## config.mk

```make
export PLATFORM = sky130hd
export DESIGN_NAME = rst_cause_rec
export DESIGN_NICKNAME = d
export VERILOG_FILES = /design/src/rtl/rcr_pkg.sv /design/src/rtl/rcr_src_map.sv /design/src/rtl/rcr_seq.sv /design/src/rtl/rcr_regs.sv /design/src/rtl/rst_cause_rec.sv
export SDC_FILE = /design/constraint.sdc
export NUM_CORES = 1
export LEC_CHECK = 0
export BUFFER_PORTS_ARGS = -buffer_cell sky130_fd_sc_hd__buf_2
export CAP_MARGIN = 20
export CORE_MARGIN = 2
export CORE_UTILIZATION = 36
export CTS_CLUSTER_SIZE = 25
export DETAILED_ROUTE_END_ITERATION = 7
export GPL_ROUTABILITY_DRIVEN = 0
export PLACE_DENSITY_LB_ADDON = 0.2
export SYNTH_ARGS = -nofsm -noshare
export SYNTH_HDL_FRONTEND = slang
export SYNTH_HIERARCHICAL = 1
export SYNTH_SLANG_ARGS = --single-unit
export TNS_END_PERCENT = 10
```

## constraint.sdc

```tcl
create_clock -name clk -period 5.6 [get_ports clk]
set_clock_uncertainty 0.15 [all_clocks]
set_input_delay 1.12 -clock clk [delete_from_list [all_inputs] [get_ports clk]]
set_output_delay 1.12 -clock clk [all_outputs]
set_load 0.01 [all_outputs]
```

## src/rtl/rcr_pkg.sv

```systemverilog
package rcr_pkg;
  localparam int WORD_W  = 32;
  localparam int LO_SRCS = 16;
  localparam int POS_EXT = 29;
  localparam int POS_LVD = 30;
  localparam int POS_POR = 31;

  localparam logic [WORD_W-1:0] REQ_MASK =
    ((WORD_W'(1) << LO_SRCS) - WORD_W'(1)) | (WORD_W'(1) << POS_EXT);

  localparam logic [2:0] ADR_LAST   = 3'd0;
  localparam logic [2:0] ADR_HIST   = 3'd1;
  localparam logic [2:0] ADR_CTRL   = 3'd2;
  localparam logic [2:0] ADR_MASK   = 3'd3;
  localparam logic [2:0] ADR_CLRALL = 3'd4;

  typedef enum logic [1:0] {
    ST_IDLE,
    ST_HOLD,
    ST_RST
  } rcr_state_e;
endpackage

```

## src/rtl/rcr_src_map.sv

```systemverilog
module rcr_src_map
  import rcr_pkg::*;
#(
  parameter int NREQ = LO_SRCS + 1
) (
  input  logic [NREQ-1:0]   req_i,
  output logic [WORD_W-1:0] word_o
);
  logic [WORD_W-1:0] w;

  always_comb begin
    w = '0;
    for (int i = 0; i < LO_SRCS; i++) begin
      w[i] = req_i[i];
    end
    w[POS_EXT] = req_i[LO_SRCS];
  end

  assign word_o = w;
endmodule

```

## src/rtl/rcr_seq.sv

```systemverilog
module rcr_seq
  import rcr_pkg::*;
#(
  parameter int RST_CYC  = 4,
  parameter int BASE_DLY = 8,
  parameter int MAX_DLY  = 512,
  parameter int CODE_W   = 3
) (
  input  logic              clk,
  input  logic              rst,
  input  logic              pwr_evt,
  input  logic [WORD_W-1:0] req_word,
  input  logic              gen_en,
  input  logic [WORD_W-1:0] mask,
  input  logic [CODE_W-1:0] dly_code,
  output logic              irq_o,
  output logic              sys_rst_o,
  output logic              cap_valid,
  output logic [WORD_W-1:0] cap_word
);
  localparam int CNT_W    = $clog2(MAX_DLY);
  localparam int MAX_CODE = $clog2(MAX_DLY / BASE_DLY);

  rcr_state_e        st_q;
  logic [CNT_W-1:0]  cnt_q;
  logic [WORD_W-1:0] pend_q;
  logic              irq_q, sys_q;
  logic              any_req, want_irq, cnt_zero;
  logic [CNT_W-1:0]  dly_m1;

  always_comb begin
    if (int'(dly_code) > MAX_CODE) dly_m1 = CNT_W'(MAX_DLY - 1);
    else                           dly_m1 = CNT_W'((BASE_DLY << dly_code) - 1);
  end

  assign any_req   = |req_word;
  assign want_irq  = gen_en && (|(req_word & mask));
  assign cnt_zero  = (cnt_q == '0);
  assign cap_valid = !pwr_evt &&
                     ((st_q == ST_IDLE && any_req && !want_irq) ||
                      (st_q == ST_HOLD && cnt_zero));
  assign cap_word  = (st_q == ST_IDLE) ? req_word : (pend_q | req_word);

  always_ff @(posedge clk) begin
    if (rst || pwr_evt) begin
      st_q   <= ST_IDLE;
      cnt_q  <= '0;
      pend_q <= '0;
      irq_q  <= 1'b0;
      sys_q  <= 1'b0;
    end else begin
      case (st_q)
        ST_IDLE: begin
          if (any_req) begin
            if (want_irq) begin
              st_q   <= ST_HOLD;
              pend_q <= req_word;
              cnt_q  <= dly_m1;
              irq_q  <= 1'b1;
            end else begin
              st_q  <= ST_RST;
              sys_q <= 1'b1;
              cnt_q <= CNT_W'(RST_CYC - 1);
            end
          end
        end
        ST_HOLD: begin
          if (cnt_zero) begin
            st_q   <= ST_RST;
            irq_q  <= 1'b0;
            sys_q  <= 1'b1;
            pend_q <= '0;
            cnt_q  <= CNT_W'(RST_CYC - 1);
          end else begin
            pend_q <= pend_q | req_word;
            cnt_q  <= cnt_q - CNT_W'(1);
          end
        end
        ST_RST: begin
          if (cnt_zero) begin
            st_q  <= ST_IDLE;
            sys_q <= 1'b0;
          end else begin
            cnt_q <= cnt_q - CNT_W'(1);
          end
        end
        default: st_q <= ST_IDLE;
      endcase
    end
  end

  assign irq_o     = irq_q;
  assign sys_rst_o = sys_q;
endmodule

```

## src/rtl/rcr_regs.sv

```systemverilog
module rcr_regs
  import rcr_pkg::*;
#(
  parameter int CODE_W = 3,
  parameter int ADDR_W = 3
) (
  input  logic              clk,
  input  logic              rst,
  input  logic              por_i,
  input  logic              lvd_i,
  input  logic              reg_wr,
  input  logic [ADDR_W-1:0] reg_addr,
  input  logic [WORD_W-1:0] reg_wdata,
  input  logic              cap_valid,
  input  logic [WORD_W-1:0] cap_word,
  output logic              gen_en,
  output logic [WORD_W-1:0] mask,
  output logic [CODE_W-1:0] dly_code,
  output logic [WORD_W-1:0] last_w,
  output logic [WORD_W-1:0] sticky_w,
  output logic [WORD_W-1:0] reg_rdata
);
  logic [WORD_W-1:0] last_q, hist_q, mask_q, hist_nx, evt_word, rd_nx, rdata_q;
  logic [CODE_W-1:0] code_q;
  logic              en_q;
  logic              wr_hist, wr_ctrl, wr_mask, wr_clr;

  assign wr_hist = reg_wr && (reg_addr == ADDR_W'(ADR_HIST));
  assign wr_ctrl = reg_wr && (reg_addr == ADDR_W'(ADR_CTRL));
  assign wr_mask = reg_wr && (reg_addr == ADDR_W'(ADR_MASK));
  assign wr_clr  = reg_wr && (reg_addr == ADDR_W'(ADR_CLRALL));

  always_comb begin
    evt_word = '0;
    evt_word[POS_POR] = por_i;
    evt_word[POS_LVD] = lvd_i;
  end

  always_comb begin
    hist_nx = hist_q;
    if (wr_hist) hist_nx = hist_nx & ~reg_wdata;
    if (wr_clr)  hist_nx = '0;
    if (cap_valid) hist_nx = hist_nx | cap_word;
  end

  always_comb begin
    case (reg_addr)
      ADDR_W'(ADR_LAST): rd_nx = last_q;
      ADDR_W'(ADR_HIST): rd_nx = hist_q;
      ADDR_W'(ADR_CTRL): rd_nx = WORD_W'({code_q, en_q});
      ADDR_W'(ADR_MASK): rd_nx = mask_q;
      default:           rd_nx = '0;
    endcase
  end

  always_ff @(posedge clk) begin
    if (rst) begin
      last_q  <= '0;
      hist_q  <= '0;
      mask_q  <= '0;
      code_q  <= '0;
      en_q    <= 1'b0;
      rdata_q <= '0;
    end else begin
      rdata_q <= rd_nx;
      if (por_i || lvd_i) begin
        last_q <= evt_word;
        hist_q <= evt_word;
        mask_q <= '0;
        code_q <= '0;
        en_q   <= 1'b0;
      end else begin
        hist_q <= hist_nx;
        if (cap_valid) last_q <= cap_word;
        if (wr_mask) mask_q <= reg_wdata & REQ_MASK;
        if (wr_ctrl) begin
          en_q <= reg_wdata[0];
          if (reg_wdata[0])      code_q <= reg_wdata[CODE_W:1];
          else if (reg_wdata[8]) code_q <= '0;
        end
      end
    end
  end

  assign gen_en    = en_q;
  assign mask      = mask_q;
  assign dly_code  = code_q;
  assign last_w    = last_q;
  assign sticky_w  = hist_q;
  assign reg_rdata = rdata_q;
endmodule

```

## src/rtl/rst_cause_rec.sv

```systemverilog
module rst_cause_rec
  import rcr_pkg::*;
#(
  parameter int RST_CYC  = 4,
  parameter int BASE_DLY = 8,
  parameter int MAX_DLY  = 512,
  parameter int CODE_W   = 3,
  parameter int ADDR_W   = 3
) (
  input  logic                 clk,
  input  logic                 rst,
  input  logic                 por_i,
  input  logic                 lvd_i,
  input  logic [LO_SRCS:0]     req_i,
  input  logic                 reg_wr,
  input  logic [ADDR_W-1:0]    reg_addr,
  input  logic [WORD_W-1:0]    reg_wdata,
  output logic [WORD_W-1:0]    reg_rdata,
  output logic                 irq_o,
  output logic                 sys_rst_o
);
  localparam int NREQ = LO_SRCS + 1;

  logic [WORD_W-1:0] req_word, mask, cap_word, last_w, sticky_w;
  logic [CODE_W-1:0] dly_code;
  logic              gen_en, cap_valid;

  rcr_src_map #(.NREQ(NREQ)) map_i (
    .req_i (req_i),
    .word_o(req_word)
  );

  rcr_seq #(
    .RST_CYC(RST_CYC), .BASE_DLY(BASE_DLY), .MAX_DLY(MAX_DLY), .CODE_W(CODE_W)
  ) seq_i (
    .clk      (clk),
    .rst      (rst),
    .pwr_evt  (por_i | lvd_i),
    .req_word (req_word),
    .gen_en   (gen_en),
    .mask     (mask),
    .dly_code (dly_code),
    .irq_o    (irq_o),
    .sys_rst_o(sys_rst_o),
    .cap_valid(cap_valid),
    .cap_word (cap_word)
  );

  rcr_regs #(.CODE_W(CODE_W), .ADDR_W(ADDR_W)) regs_i (
    .clk      (clk),
    .rst      (rst),
    .por_i    (por_i),
    .lvd_i    (lvd_i),
    .reg_wr   (reg_wr),
    .reg_addr (reg_addr),
    .reg_wdata(reg_wdata),
    .cap_valid(cap_valid),
    .cap_word (cap_word),
    .gen_en   (gen_en),
    .mask     (mask),
    .dly_code (dly_code),
    .last_w   (last_w),
    .sticky_w (sticky_w),
    .reg_rdata(reg_rdata)
  );
endmodule

```

# == Word level (Yosys, flattened, before mapping) ==
# Cells that the tools add are included.
# word_totals
regBits,162
inputBits,57
output_inout_bits,34
wordCells,98
# op_classes
add_sub_neg,2
order_cmp,1
eq_ne,12
shift,1
muxes,33
bitwise,6
reduce_logical,30
# op_table
cell,count
32-bit 2-to-1 mux,10
32-bit one-hot mux with 4 select lines,1
32-bit one-hot mux with 2 select lines,1
9-bit 2-to-1 mux,5
32-bit AND,1
32-bit inverter,1
32-bit by 30-bit bitwise OR with 32-bit output,1
32-bit bitwise OR,1
32-bit OR reduction,1
30-bit AND,1
9-bit one-hot mux with 3 select lines,1
17-bit OR reduction,1
1-bit logical AND,9
9-bit zero test,1
3-bit AND reduction,3
4-bit by 3-bit left shift with 9-bit output (first input constant),1
9-bit by 1-bit subtractor with 9-bit output (second input constant),1
9-bit by 2-bit subtractor with 9-bit output (second input constant),1
2-bit 2-to-1 mux,4
2-bit by 1-bit inequality test with 1-bit output (second input constant),4
3-bit by 2-bit == test with 1-bit output (second input constant),2
1-bit 2-to-1 mux,6
3-bit 2-to-1 mux,2
2-bit one-hot mux with 3 select lines,1
19 further kinds,25

# == Longest topological paths before layout ==
# Gate-level depths: netlist of run 1.
# logic_depth
depth_word,9
depth_mapped,11
mapped_depth_nobuf,9

# == Hierarchy ==
# The synthesis of run 1 kept the hierarchy.
# by_module_without_submodules
mod,n_inst,cells_per_inst,area_each_um2,seq_area_each_um2
rcr_regs,1,529,4705.8,2342.2
rcr_seq,1,334,2646.3,900.9
rcr_src_map,1,33,244.0,0.0
rst_cause_rec,1,1,6.3,0.0

# == Worst setup path after synthesis of run 1 ==
# OpenSTA, ideal clock, no wires.
# synth_path
kind,input port to flip-flop
from,in req_i[8]
to,"reg regs_i.last_q[30], in the netlist regs_i/last_w[30]"
setup_time_ps,114
arrival_ps,2964
required_time_ps,5336
setup_slack_ps,2372
cell_stages,11
n_path_buf,2
cell_sequence,buf_4 a22oi_1 nand2_1 nor4_4 nand2_2 a21o_1 a21oi_1 buf_2 mux2_2 a21oi_1 nor2_1
# synth_between
elab_chain_len,8
word_cells_on_any_way,10
cone_classes,bitwise: 1; reduce/logical: 9
# synth_lines
item,line_no,text
from (decl),rst_cause_rec.sv:14,"input logic [LO_SRCS:0] req_i,"
30-bit AND,rcr_seq.sv:37,assign want_irq = gen_en && (|(req_word & mask));
32-bit OR reduction,rcr_seq.sv:37,
1-bit logical AND,rcr_seq.sv:37,
1-bit zero test,rcr_seq.sv:40,((st_q == ST_IDLE && any_req && !want_irq) ||
1-bit logical AND (*),rcr_seq.sv:40,
1-bit logical OR (*),rcr_seq.sv:40,
1-bit logical AND (*),rcr_seq.sv:39,assign cap_valid = !pwr_evt &&
via cap_valid,rst_cause_rec.sv:26,"logic gen_en, cap_valid;"
2-bit nonzero test (no line) (*),--,
to (signal assigned),rcr_regs.sv:67,last_q <= evt_word;
to (signal assigned),rcr_regs.sv:74,if (cap_valid) last_q <= cap_word;
to (decl),rcr_regs.sv:23,"logic [WORD_W-1:0] last_q, hist_q, mask_q, hist_nx, evt_word, rd_nx, rdata_q;"
# The timed path passes the listed nets; every way through them passes the cells marked *.
# A chain may end at the register's enable or synchronous reset.

# == Worst setup path in the final report of run 1 ==
# layout_path
from,in req_i[8]
to,"reg regs_i.last_q[13], in the netlist regs_i/last_w[13]"
# layout_between
elab_chain_len,7
word_cells_on_any_way,9
cone_classes,bitwise: 1; reduce/logical: 8
# layout_lines
item,line_no
30-bit AND,rcr_seq.sv:37
32-bit OR reduction,rcr_seq.sv:37
1-bit logical AND,rcr_seq.sv:37
1-bit zero test,rcr_seq.sv:40
1-bit logical AND (*),rcr_seq.sv:40
1-bit logical OR (*),rcr_seq.sv:40
1-bit logical AND (*),rcr_seq.sv:39
via cap_valid,rst_cause_rec.sv:26
# Marked as above.

==> results of run 1 <==
-- worst min-delay path, cell delays in order, from the launching register on --
cell	delay, ns
sky130_fd_sc_hd__dfxtp_1	0.31
sky130_fd_sc_hd__inv_1	0.04
sky130_fd_sc_hd__a21oi_1	0.05
-- how the worst min path moves through the flow --
stage | cells past startpoint | endpoint | startpoint | slack, ns
floorplan | 2 | regs_i/mask[4]$_SDFFE_PP0P_ | regs_i/mask[4]$_SDFFE_PP0P_ | 0.30
global placement | 2 | seq_i/irq_o$_SDFFE_PP0P_ | seq_i/irq_o$_SDFFE_PP0P_ | 0.29
detailed placement | 2 | seq_i/irq_o$_SDFFE_PP0P_ | seq_i/irq_o$_SDFFE_PP0P_ | 0.29
CTS | 2 | seq_i/irq_o$_SDFFE_PP0P_ | seq_i/irq_o$_SDFFE_PP0P_ | 0.30
global route | 2 | seq_i/irq_o$_SDFFE_PP0P_ | seq_i/irq_o$_SDFFE_PP0P_ | 0.33
finish | 2 | seq_i/irq_o$_SDFFE_PP0P_ | seq_i/irq_o$_SDFFE_PP0P_ | 0.30
-- cells by family after synthesis --
| group | Yosys count |
|---|---|
| compound gates | 333 |
| simple gates | 208 |
| flops | 162 |
| buf+inv | 151 |
| mux | 35 |
| fa+ha+maj | 6 |
| other cells | 2 |
-- routing by layer --
| metal | global-route usage [%] | routed length (um) |
|---|---|---|
| met5 | 0 | 11 |
| met1 | 25.3 | 9770 |
| met2 | 32.9 | 10600 |
| met3 | 4.62 | 968 |
| met4 | 7.00 | 495 |
-- synth_stat cells, drive strengths merged (2+ instances only) --
library cell | count | area share, %
ha | 6 | 0.99
inv | 46 | 2.3
nor2b | 2 | 0.16
a32oi | 4 | 0.46
or2 | 7 | 0.58
nor3b | 2 | 0.26
buf | 78 | 7.4
nor4 | 11 | 1.1
nand2b | 32 | 2.6
o21a | 2 | 0.20
nand4bb | 3 | 0.44
o2111ai | 2 | 0.23
mux2 | 14 | 2.1
clkbuf | 26 | 1.3
a221o | 3 | 0.40
a21oi | 129 | 8.5
nand2 | 82 | 4.1
nor2 | 47 | 2.3
nor3 | 4 | 0.26
o21ai | 74 | 4.9
or3 | 3 | 0.25
o211ai | 31 | 3.1
mux2i | 21 | 2.8
nand3 | 4 | 0.26
a31oi | 3 | 0.25
a22oi | 29 | 2.9
dfxtp | 162 | 43
a32o | 3 | 0.40
nand4 | 5 | 0.41
o22ai | 6 | 0.49
o32a | 2 | 0.26
conb | 2 | 0.099
nand4b | 2 | 0.31
a21o | 33 | 3.3
o31a | 2 | 0.23
-- through the flow --
step | instance area, um2 | power, uW | cells
after floorplan | 7710 | 1340 | 925
after global placement | 7920 | 1380 | 1194
after detailed placement | 7920 | 1380 | 1194
after CTS | 8560 | 2660 | 1226
after global routing | 8570 | 2730 | 1227
final | 8570 | 2640 | 1227
-- state kept, by name, indices dropped and copies added (netlist names) --
| register | count |
|---|---|
| regs_i/sticky_w | 32 |
| seq_i/cnt_q | 9 |
| seq_i/pend_q | 32 |
| regs_i/last_w | 32 |
| regs_i/mask | 17 |
| regs_i/dly_code | 3 |
| regs_i/gen_en | 1 |
| seq_i/sys_rst_o | 1 |
| regs_i/reg_rdata | 32 |
| seq_i/st_q | 2 |
| seq_i/irq_o | 1 |
-- report_power, final --
group          total, uW  switching (uW)  internal (uW)
combinational        185             124           60.8
sequential          1170            5.92           1160
clock               1280             504            780
-- cell type report --
cell class	instances	area, um2
Clock buffer	19	453
Multi-Input combinational cell	612	3640
Timing Repair Buffer	99	518
Clock inverter	13	194
Tap cell	275	344
Sequential cell	162	3240
Fill cell	2135	12300
Inverter	47	176
==> metrics list, run 1 <==
- The final count of pins violating max slew came to 0.
- Core occupancy in the finished layout: between 40% and 50%
- Of the total synthesized cell area, the portion taken by AND, OR, NAND and NOR gates is 13.6%.
* Share of flip-flops with an asynchronous set or reset: 0%
- Number of enable flip-flop cells after synthesis: 0
- CTS tree: built
- In this run the worst path has a maximum fanout of 35.
- Final number of hold-violating endpoints: 0
- Following the worst setup path forward leads to its endpoint at regs_i/last_w[13]$_SDFFE_PP0P_.
- Fraction of the mapped netlist area in adder cells: 0.987%
- The first global-routing pass estimated 33.9 mm of wire.
- Insertion delay of the later-clocked pin in the worst-skew pair: 0.43 ns
- The critical path crosses 10 cells after its start point.
- Via count of the first global-routing pass: 6,101
* Fraction of the cycle the final worst path needs: about 64%
* Clock root buffer: sky130_fd_sc_hd__clkbuf_16
- The die is 149 um tall.
- The number of antenna diodes in the final layout is 0.
- PostCTS Resize Cnt: 0
- In this run the tool buffered the top-level ports with 90 buffer cells.
- The floorplan has 53 rows.
- Across the VDD grid, the largest voltage drop is 0.161 mV.
- The worst register-to-register path ends at regs_i/last_w[13]$_SDFFE_PP0P_.
- Synth Warn #: 6
- From left edge to right edge, the die measures 149 um.
* Detailed Route WL: 21.8 mm
- For this run, the total global-route usage over all layers was measured as 19.9%.
- Antenna violations before repair: 1
- For this run, the detailed router's first-pass iteration total came to 4.
- Post-Place Setup Slack: 1.56 ns
- Crit Path Category: input pin to flip-flop
- Synth Area in Compound Gates: 26.8%
- The most used flip-flop cell after synthesis is sky130_fd_sc_hd__dfxtp_1.
- After synthesis, the share of cell area in mux cells is 4.84%.
- The worst hold path belongs to the class flip-flop to flip-flop.
* FF-to-FF setup slack: 2.47 ns
* Beginning of the critical path: req_i[8]
- The number of cells on the worst reg-to-reg path is 9.
- Counting every instance in the synthesized netlist gives around 900.
- The worst register-to-register path begins at seq_i/cnt_q[0]$_SDFFE_PP0P_.
- The netlist uses 61 different library cells.
* Most common library cell in the layout ignoring fill and taps: sky130_fd_sc_hd__dfxtp_1
- The area growth from synthesis to layout is 12.7%.
* Worst endpoint required time: 5.80 ns
* Result of the run: finished clean
* Max-capacitance violation count: 0
- Total I/O pin count: a little over 90
* Antenna viol nets, final: 0
- In this design, the stage delay of the slowest critical-path cell is 0.70 ns.
- Clock transition at the registers of the reported paths: around 0.060 ns
- For the final routed database, the setup TNS stands at 0 ns.
- Of the total synthesized cell area, the portion taken by XOR and XNOR cells is 0%.
* Transition time at the pin with the least slew margin: ~1.1 ns
- Area enclosed by the die boundary: 0.0223 mm2
* Unrepaired setup endpoints after global routing: no
* Highest clock frequency the design can meet: 0.279 GHz
- Post-synthesis average cell area: 8.48 um2
- Startpoint type of the worst setup path: input pin
* Final net count: 1,002
* Sequential fraction of the synthesis area: 42.7%
- The clock net in this run drives a total of ~160 sinks.
* Cts hold-fix bufs: 0
- The critical path contains buffers and inverters numbering 2 combined.
* Worst hold margin: between 0.2 and 0.3 ns
* Sort of element at the end of the critical path: flip-flop
- Cell with the largest stage delay on the worst path: sky130_fd_sc_hd__a21oi_4
- Synthesis inferred between 150 and 200 register bits.
- TritonCTS created 17 clock buffers.
* Placeable Area: around 0.021 mm2
- For this block, the initial DRC count from the detailed router was 416.
- Maximum number of pins on one net before global-route repair: between 50 and 60
* Max Buffers Root-to-Sink: 2
- Detailed routing inserted a total of 6,393 vias.
- Time the final worst path needs with I/O delays and setup: 3.59 ns
* Congestion Overflow GR: 0
- Headroom to the max-slew limit: between 20% and 30%
- By area, the combinational part of the netlist is dominated by compound AO/OA/AOI/OAI gates.
* Most frequent cell on the critical path: sky130_fd_sc_hd__nand2_1
* Post-detailed-route wirelength per cell: approximately 18 um
* Post-CTS Setup Repair Bufs: 0
- Initial standard-cell utilization of the core: 36.4%
* Half-perimeter wire length after placement: approximately 15 mm
- Leakage power: 0.00333 uW
* DRC Markers: 0
* Final setup vio count: 0
- Power spread over the standard cell area amounts to approximately 310 mW/mm2.
- Summing every instance area after synthesis gives 0.00760 mm2.
* Worst endpoint data arrival time: approximately 3.8 ns
* Commonest cells after routing, fill and taps aside: 162 x sky130_fd_sc_hd__dfxtp_1, 128 x sky130_fd_sc_hd__a21oi_1, 90 x sky130_fd_sc_hd__buf_2
* Fraction of final layout cells sized beyond drive strength 1: 16.6%
- Broken down by cell family, the worst path's largest delay share belongs to compound AO/OA/AOI/OAI gates.
* Max H-tree Level: 4
* Minimum setup slack in the final design: 2.01 ns
- Post-detailed-route via-to-cell ratio: 5.21
* Cell Chain, Critical Path: buf_2, a22oi_1, nand2_1, nor4_4, nand2_2, a21o_1, a21oi_4, buf_4, nand2_1, a21oi_1
Note: power is estimated with default switching activity, not from simulation.
==> run 2, diff against run 1 <==
Settings changed: ABC_AREA from default to 1.
Clock period 5.6 ns to 3.1 ns, I/O delays scaled along.
==> metrics list, run 2 <==
* Placeable Area: 0.0226 mm2
- The placed instances occupy a cell area of 0.00866 mm2.
- Worst endpoint required time: 3.26 ns
* Highest clock frequency the design can meet: 0.431 GHz
- The pre-antenna-repair detailed-routing pass consisted of 5 iterations.
- Yosys printed 6 warnings.
- FF-to-FF setup slack: 0.78 ns
* Worst Hold Depth: 3
- Total I/O pin count: 91
- Clock root buffer: sky130_fd_sc_hd__clkbuf_16
- Fraction of final layout cells sized beyond drive strength 1: 18.5%
* Synthesized instance count: 1,176
* Number of cells traversed by the worst register-to-register path: 15
- Half-perimeter wire length after placement: 16.1 mm
* # diodes: 0
- Fraction of the cycle the final worst path needs: about three quarters
- Post-synthesis average cell area: roughly 7 um2
- Antenna viol nets, final: 0
- After floorplanning, the core was divided into 55 placement rows.
* Max VDD drop: 0.291 mV
- Relative to the synthesized area, the layout overhead comes to 12.7%.
* Headroom to the max-slew limit: 52.9%
- Wire segments on met3 add up to between 1 and 1.5 mm in the final route.
* Congestion Overflow GR: 0
- PostCTS Resize Cnt: 0
- Unrepaired setup endpoints after global routing: no
- Transition time at the pin with the least slew margin: 0.704 ns
* Crit Path Category: flip-flop to flip-flop
* Worst r2r src: regs_i/mask[10]$_SDFFE_PP0P_
* Max-capacitance violation count: 0
- Cell area after layout: 0.00930 mm2
* Antenna violations before repair: 0
- In the routed design, unresolved DRC markers number 0.
- Max H-tree Level: 4
- Dividing the detail-routed via count by the number of cells gives 4.88.
- Area contributors post-synth: sky130_fd_sc_hd__dfxtp_1 39%, sky130_fd_sc_hd__nand2_1 13%, sky130_fd_sc_hd__nand3_1 7.3%
* Number of buffer cells added on primary ports: 90
* Count of unique library cells instantiated by Yosys: 32
- The longest clock path from root to sink contains 2 buffers.
- Die boundary width: 155 um
* Max Used Layer: met4
- Clock transition at the registers of the reported paths: ~0.07 ns
- Detail Route met2 WL: approximately 10 mm
- Most common library cell in the layout ignoring fill and taps: sky130_fd_sc_hd__nand2_1
* Sort of element at the end of the critical path: flip-flop
* Time the final worst path needs with I/O delays and setup: 2.32 ns
* Number of standard cells in the layout, taps in and fillers out: 1,522
* Final net count: 1,287
- The count of final hold-check violations is 0.
* R2r endpoint: regs_i/last_w[31]$_SDFFE_PP0P_
* Final setup vio count: 0
- Cts hold-fix bufs: 0
- CTS tree: built
* Final Max Slew Viols: 0
- Count of routing violations after the opening detailed-route iteration: 443
* Share of the synthesized area in the top cell type: 39.3%
- The die covers 0.0242 mm2.
- Maximum number of pins on one net before global-route repair: 60
- Detailed Route WL: 23.3 mm
* Share of flip-flops with an asynchronous set or reset: 0%
- Fill cell total of the finished layout: 2,419
- Post-CTS Setup Repair Bufs: 0
- The worst setup path is launched from a flip-flop.
- Startpoint of the lowest-slack hold path: reg_wdata[10]
- Worst endpoint data arrival time: 2.48 ns
- Counting tap cells, the placed design contains a total of ~1,500 instances.
- Post-detailed-route wirelength per cell: 15.3 um
- Counting the buffers created by CTS gives 17.
- After synthesis the cells add up to 0.00825 mm2.
- Total routing resource utilization after global routing: 19.6%
- Via count of the first global-routing pass: 6,714
* Commonest cells after routing, fill and taps aside: 285 x sky130_fd_sc_hd__nand2_1, 162 x sky130_fd_sc_hd__dfxtp_1, 120 x sky130_fd_sc_hd__nand3_1
* M1 wire length: 11.2 mm
- Counting every sink on the clock net gives 162.
* Hold crit path type: input pin to flip-flop
- Number of enable flip-flop cells after synthesis: 0
- For this configuration, the core starts out at a cell density of a little over a third.
- Most used standard cell by instance count after synthesis: sky130_fd_sc_hd__nand2_1
- Sum of negative setup slack: 0 ns
* Capture endpoint of the worst hold path: regs_i/mask[10]$_SDFFE_PP0P_
- P per Cell Area: between 500 and 600 mW/mm2
* Flops & latches, synth: 162
- The later pin in the worst-skew pair is clocked with a latency of ~0.43 ns.
- Result of the run: finished clean
* Cell type with the highest aggregate area in the netlist: sky130_fd_sc_hd__dfxtp_1
- Sequential fraction of the synthesis area: 39.3%
* Top cell types by occurrence after synthesis: 286 x sky130_fd_sc_hd__nand2_1, 162 x sky130_fd_sc_hd__dfxtp_1, 120 x sky130_fd_sc_hd__nand3_1, 115 x sky130_fd_sc_hd__a21oi_1, 112 x sky130_fd_sc_hd__inv_1
- Measured along the y axis, the die boundary spans between 150 and 200 um.
- Via total after detailed routing: roughly 7,400
* Commonest register cell after synthesis: sky130_fd_sc_hd__dfxtp_1
- The first global-routing pass estimated between 30 and 40 mm of wire.
- Leakage power: 0.00358 uW
- Highest net fanout along the worst path: 32
==> run 2: cell count changes in the layout (fill, tap and decap cells not counted), moves of 31 or more <==
cell,delta
sky130_fd_sc_hd__nand2b_1,-32
sky130_fd_sc_hd__nor2_1,+41
sky130_fd_sc_hd__nand3_1,+116
sky130_fd_sc_hd__o211ai_1,-31
sky130_fd_sc_hd__nand3_2,+31
sky130_fd_sc_hd__a21oi_2,+31
sky130_fd_sc_hd__a21o_1,-33
sky130_fd_sc_hd__inv_1,+66
sky130_fd_sc_hd__nand2_1,+205
==> run 2: worst max path at each step <==
| stage | startpoint | endpoint | slack, ns | cells past startpoint |
|---|---|---|---|---|
| after floorplan | req_i[2] | regs_i/sticky_w[10]$_SDFF_PP0_ | 0.68 | 16 |
| after global placement | req_i[5] | regs_i/last_w[30]$_SDFFE_PP0P_ | 0.47 | 16 |
| after detailed placement | req_i[5] | regs_i/last_w[30]$_SDFFE_PP0P_ | 0.43 | 16 |
| after CTS | seq_i/st_q[1]$_SDFFE_PP0P_ | seq_i/irq_o$_SDFFE_PP0P_ | 0.75 | 7 |
| after global routing | regs_i/mask[12]$_SDFFE_PP0P_ | regs_i/last_w[30]$_SDFFE_PP0P_ | 0.53 | 15 |
| final | regs_i/mask[10]$_SDFFE_PP0P_ | regs_i/last_w[31]$_SDFFE_PP0P_ | 0.78 | 15 |
==> run 2: layout make-up <==
| cell class | count | area [um2] | share of cell area (%) |
|---|---|---|---|
| multi-input combinational | 815 | 3990 | 42.9 |
| clock inverter | 15 | 216 | 2.33 |
| sequential | 162 | 3240 | 34.9 |
| clock buffer | 17 | 425 | 4.57 |
| inverter | 118 | 443 | 4.76 |
| tap | 285 | 357 | 3.83 |
| timing repair buffer | 110 | 626 | 6.73 |
==> run 2: logic make-up (layout without fill, tap and decap cells) <==
| group | count (synthesis) | after routing | share of synthesized area, % |
|---|---|---|---|
| and+or+nand+nor | 552 | 552 | 30.5 |
| buffers and inverters | 227 | 260 | 13.8 |
| AOI/OAI and AO/OA | 222 | 222 | 14.9 |
| DFF | 162 | 162 | 39.3 |
| adders and majority gates | 6 | 6 | 0.909 |
| xor gates and xnor gates | 5 | 5 | 0.531 |
| other | 2 | 30 | 0.0910 |
==> run 2: critical path, stage by stage (launching register included) <==
cell,delay [ns]
sky130_fd_sc_hd__dfxtp_1,0.37
sky130_fd_sc_hd__nand2_1,0.08
sky130_fd_sc_hd__nand2_1,0.05
sky130_fd_sc_hd__nor2_1,0.09
sky130_fd_sc_hd__nand2_1,0.05
sky130_fd_sc_hd__nor2_1,0.24
sky130_fd_sc_hd__nand2_2,0.12
sky130_fd_sc_hd__nand2_1,0.12
sky130_fd_sc_hd__nand2_1,0.08
sky130_fd_sc_hd__nor2_1,0.10
sky130_fd_sc_hd__nor2_1,0.07
sky130_fd_sc_hd__nor2_2,0.15
sky130_fd_sc_hd__inv_1,0.05
sky130_fd_sc_hd__buf_4,0.25
sky130_fd_sc_hd__nand3_1,0.13
sky130_fd_sc_hd__a21oi_1,0.07
==> run 2: metal layers <==
layer,up-vias,track usage (%)
li1,3789,-
met1,3409,28.0
met2,199,29.6
met3,29,3.26
met4,0,6.90
met5,-,0
==> run 2: where the power goes <==
group / total, uW / switching [uW] / internal [uW]
logic: 374 / 264 / 110
clock network: 2320 / 948 / 1380
registers: 2110 / 11.2 / 2100
==> run 2: through the flow <==
step / utilization, % / setup WS (ns) / hold WS (ns) / power, uW
final: 41.2 / 0.781 / 0.293 / 4810
after global routing: 41.2 / 0.533 / 0.286 / 4990
after CTS: 41.2 / 0.751 / 0.276 / 4850
after detailed placement: 38.4 / 0.431 / 0.303 / 2520
after global placement: 38.4 / 0.474 / 0.298 / 2520
after floorplan: - / 0.680 / 0.290 / 2430
==> run 3, diff against run 2 <==
Settings changed: ABC_AREA 1 to 0.
Clock period 3.1 ns to 2.37 ns, I/O delays scaled along.
==> metrics list, run 3 (same netlist as run 1, synthesis figures left out) <==
- Fraction of the cycle the final worst path needs: 96.2%
* Reg power frac: 44.2%
- Transition time at the pin with the least slew margin: between 1 and 1.5 ns
- After the last flow step, the layout net total stands at 1,056.
- The tool flagged a number of max-cap violations equal to 0.
* Result of the run: finished clean
- Minimum setup slack in the final design: 0.0898 ns
- In this run the deepest clock path goes through 2 buffers.
* DRC Markers: 0
* Worst endpoint required time: 2.54 ns
* CTS tree: built
* Die extent in y: 149 um
- Measured against its own limit, the worst slew margin works out to 27.8%.
- Maximum number of pins on one net before global-route repair: 32
- Of the total power, the share spent switching nets is 23.5%.
- Max H-tree Level: 4
- In this design, the stage delay of the slowest critical-path cell is about 0.35 ns.
- Via count of the first global-routing pass: between 6,000 and 7,000
* Antenna violations before repair: 2
- Max VDD drop: roughly 0.43 mV
* Beginning of the critical path: regs_i/mask[13]$_SDFFE_PP0P_
* P per Cell Area: 681 mW/mm2
* Fill cell total of the finished layout: around 2,100
- Startpoint type of the worst setup path: flip-flop
- Most frequent cell on the critical path: sky130_fd_sc_hd__nand2_2
* Final number of hold-violating endpoints: 0
- Via total after detailed routing: roughly 6,600
* First-pass GRT wire length: 34.1 mm
* Highest net fanout along the worst path: 6
- At the later pin of the worst-skew pair, clock insertion delay measures 0.42 ns.
- The worst path in the final design needs a cycle of 2.28 ns, including I/O delays and setup.
* Cell total after placement: 1,248
* Number of standard cells in the layout, taps in and fillers out: ~1,300
* Placeable Area: 0.0209 mm2
* Highest clock frequency the design can meet: 0.439 GHz
- Worst path bufs/invs: 1
* Initial standard-cell utilization of the core: 36.4%
- Unrepaired setup endpoints after global routing: yes
* Total routing resource utilization after global routing: 19.8%
- Detailed placement finished with a half-perimeter wire length of 15.7 mm.
* Leakage power: 0.00364 uW
- For this design, the slowest cell found on the critical path is sky130_fd_sc_hd__dfxtp_1.
- After global routing the overflow that remains totals 0.
- Final setup vio count: 0
* Worst r2r src: regs_i/mask[13]$_SDFFE_PP0P_
* Largest delay contributor family on the critical path: compound AO/OA/AOI/OAI gates
* Switch Pwr: 1460 uW
- Share of total power in the clock network: 47.6%
* Cell Chain, Critical Path: a22oi_2, nand2_2, nor4_4, nand2_2, a21o_1, a21oi_4, buf_12, mux2_4, a21oi_2, nor2_1
- Die boundary width: 149 um
* Number of placement rows: between 50 and 60
- The top cell types in the final layout, fill and taps aside, are 161 x sky130_fd_sc_hd__dfxtp_1, 127 x sky130_fd_sc_hd__a21oi_1, 90 x sky130_fd_sc_hd__buf_2.
- Synthesis-to-finish area growth: 20.4%
- Clock tree sinks: 162
- The library cell used most frequently in the layout, excluding fill and tap cells, is sky130_fd_sc_hd__dfxtp_1.
- Hold crit path type: input pin to flip-flop
- Buffers placed on the I/O ports in this run total 90.
- Count of routing violations after the opening detailed-route iteration: 437
* Cts hold-fix bufs: 0
* Clock transition at the registers of the reported paths: 0.06 ns
- After detailed routing, the average wire length per cell comes to 16.9 um.
- Antenna viol nets, final: 0
* Startpoint of the lowest-slack hold path: reg_wdata[13]
* Crit Path Category: flip-flop to flip-flop
- After detailed routing, the number of vias per cell comes to between 5 and 6.
* Clock root buffer: sky130_fd_sc_hd__clkbuf_16
- Fraction of final layout cells sized beyond drive strength 1: around 22%
* Total I/O pin count: 91
* Clock buffers created by TritonCTS: 17
- Detailed Route WL: 21.7 mm
- Area enclosed by the die boundary: 0.0223 mm2
- Sort of element at the end of the critical path: flip-flop
- Post-Place Setup Slack: -0.322 ns
* 1st-pass router iterations: 5
- At the worst endpoint, the arrival time is 2.45 ns.
- Final Max Slew Viols: 0
- Total internal power: 4770 uW
* Combinational group share of total power: 8.2%
[run 3: cell count changes in the layout (fill, tap and decap cells not counted), moves of 21 or more]
cell / previous run / this run
sky130_fd_sc_hd__buf_4: 18 / 52
sky130_fd_sc_hd__a22oi_1: 0 / 24
sky130_fd_sc_hd__nor2_1: 88 / 47
sky130_fd_sc_hd__inv_1: 112 / 46
sky130_fd_sc_hd__a21o_1: 0 / 33
sky130_fd_sc_hd__a21oi_2: 31 / 1
sky130_fd_sc_hd__nand3_2: 31 / 0
sky130_fd_sc_hd__mux2i_1: 0 / 21
sky130_fd_sc_hd__nand3_1: 120 / 4
sky130_fd_sc_hd__o211ai_1: 0 / 31
sky130_fd_sc_hd__nand2b_1: 0 / 32
sky130_fd_sc_hd__nand2_1: 285 / 79
[run 3: power by group through the flow]
stage                     Clock (uW)  Combinational (uW)  Sequential [uW]
final                           2970                 508             2760
after global routing            3140                 554             2760
after CTS                       3020                 496             2760
after detailed placement           0                 487             2820
after global placement             0                 486             2820
after floorplan                    0                 347             2820
[run 3: final cells by class]
cell class / count / area (um2) / area share (%)
clock inverter: 12 / 178 / 1.94
multi-input combinational: 612 / 3700 / 40.5
clock buffer: 20 / 457 / 4.99
timing repair buffer: 153 / 1050 / 11.4
antenna: 1 / 2.50 / 0.0273
tap: 275 / 344 / 3.76
inverter: 47 / 176 / 1.93
sequential: 162 / 3240 / 35.5
[run 3: repair_timing]
| item | 4_1_cts | 5_1_grt |
|---|---|---|
| resized for setup | 3 | 8 |
| endpoints found under the hold margin | 0 | 0 |
| pin swaps | 1 | 3 |
| endpoints found under the setup margin | 55 | 64 |
| buffers inserted | 1 | 0 |
[run 3: worst paths after layout]
path	cells past startpoint	endpoint	slack, ns
worst max-delay path	10	regs_i/last_w[30]$_SDFFE_PP0P_	0.09
worst min-delay path	3	regs_i/mask[13]$_SDFFE_PP0P_	0.15
worst max register to register	10	regs_i/last_w[30]$_SDFFE_PP0P_	0.09
worst min register to register	2	seq_i/sys_rst_o$_SDFFE_PP0P_	0.30
[run 3: through the flow]
step	cell area [um2]	total power, uW	util [%]	TNS, ns	hold slack, ns
floorplan	7750	3160	-	-0.898	0.296
global placement	8440	3300	40.4	-12.95	0.287
detailed placement	8440	3310	40.4	-19.34	0.300
CTS	9110	6280	43.6	0	0.132
global route	9150	6450	43.8	-0.0244	0.147
finish	9150	6230	43.8	0	0.148
[run 3: worst reg2reg max path, cell delays in order (launching register included)]
cell and delay [ns]:
sky130_fd_sc_hd__dfxtp_1 0.35, sky130_fd_sc_hd__a22oi_2 0.20, sky130_fd_sc_hd__nand2_2 0.09, sky130_fd_sc_hd__nor4_4 0.32, sky130_fd_sc_hd__nand2_2 0.09, sky130_fd_sc_hd__a21o_1 0.19
sky130_fd_sc_hd__a21oi_4 0.17, sky130_fd_sc_hd__buf_12 0.14, sky130_fd_sc_hd__mux2_4 0.30, sky130_fd_sc_hd__a21oi_2 0.12, sky130_fd_sc_hd__nor2_1 0.05
[run 3: metal layers]
metal / vias up / global-route usage [%] / part of all wire [%]
met5: - / 0 / 0
met4: 0 / 5.24 / 1.3
met3: 16 / 4.13 / 4.2
met2: 146 / 33.2 / 49
met1: 3132 / 26.1 / 46
li1: 3289 / - / -
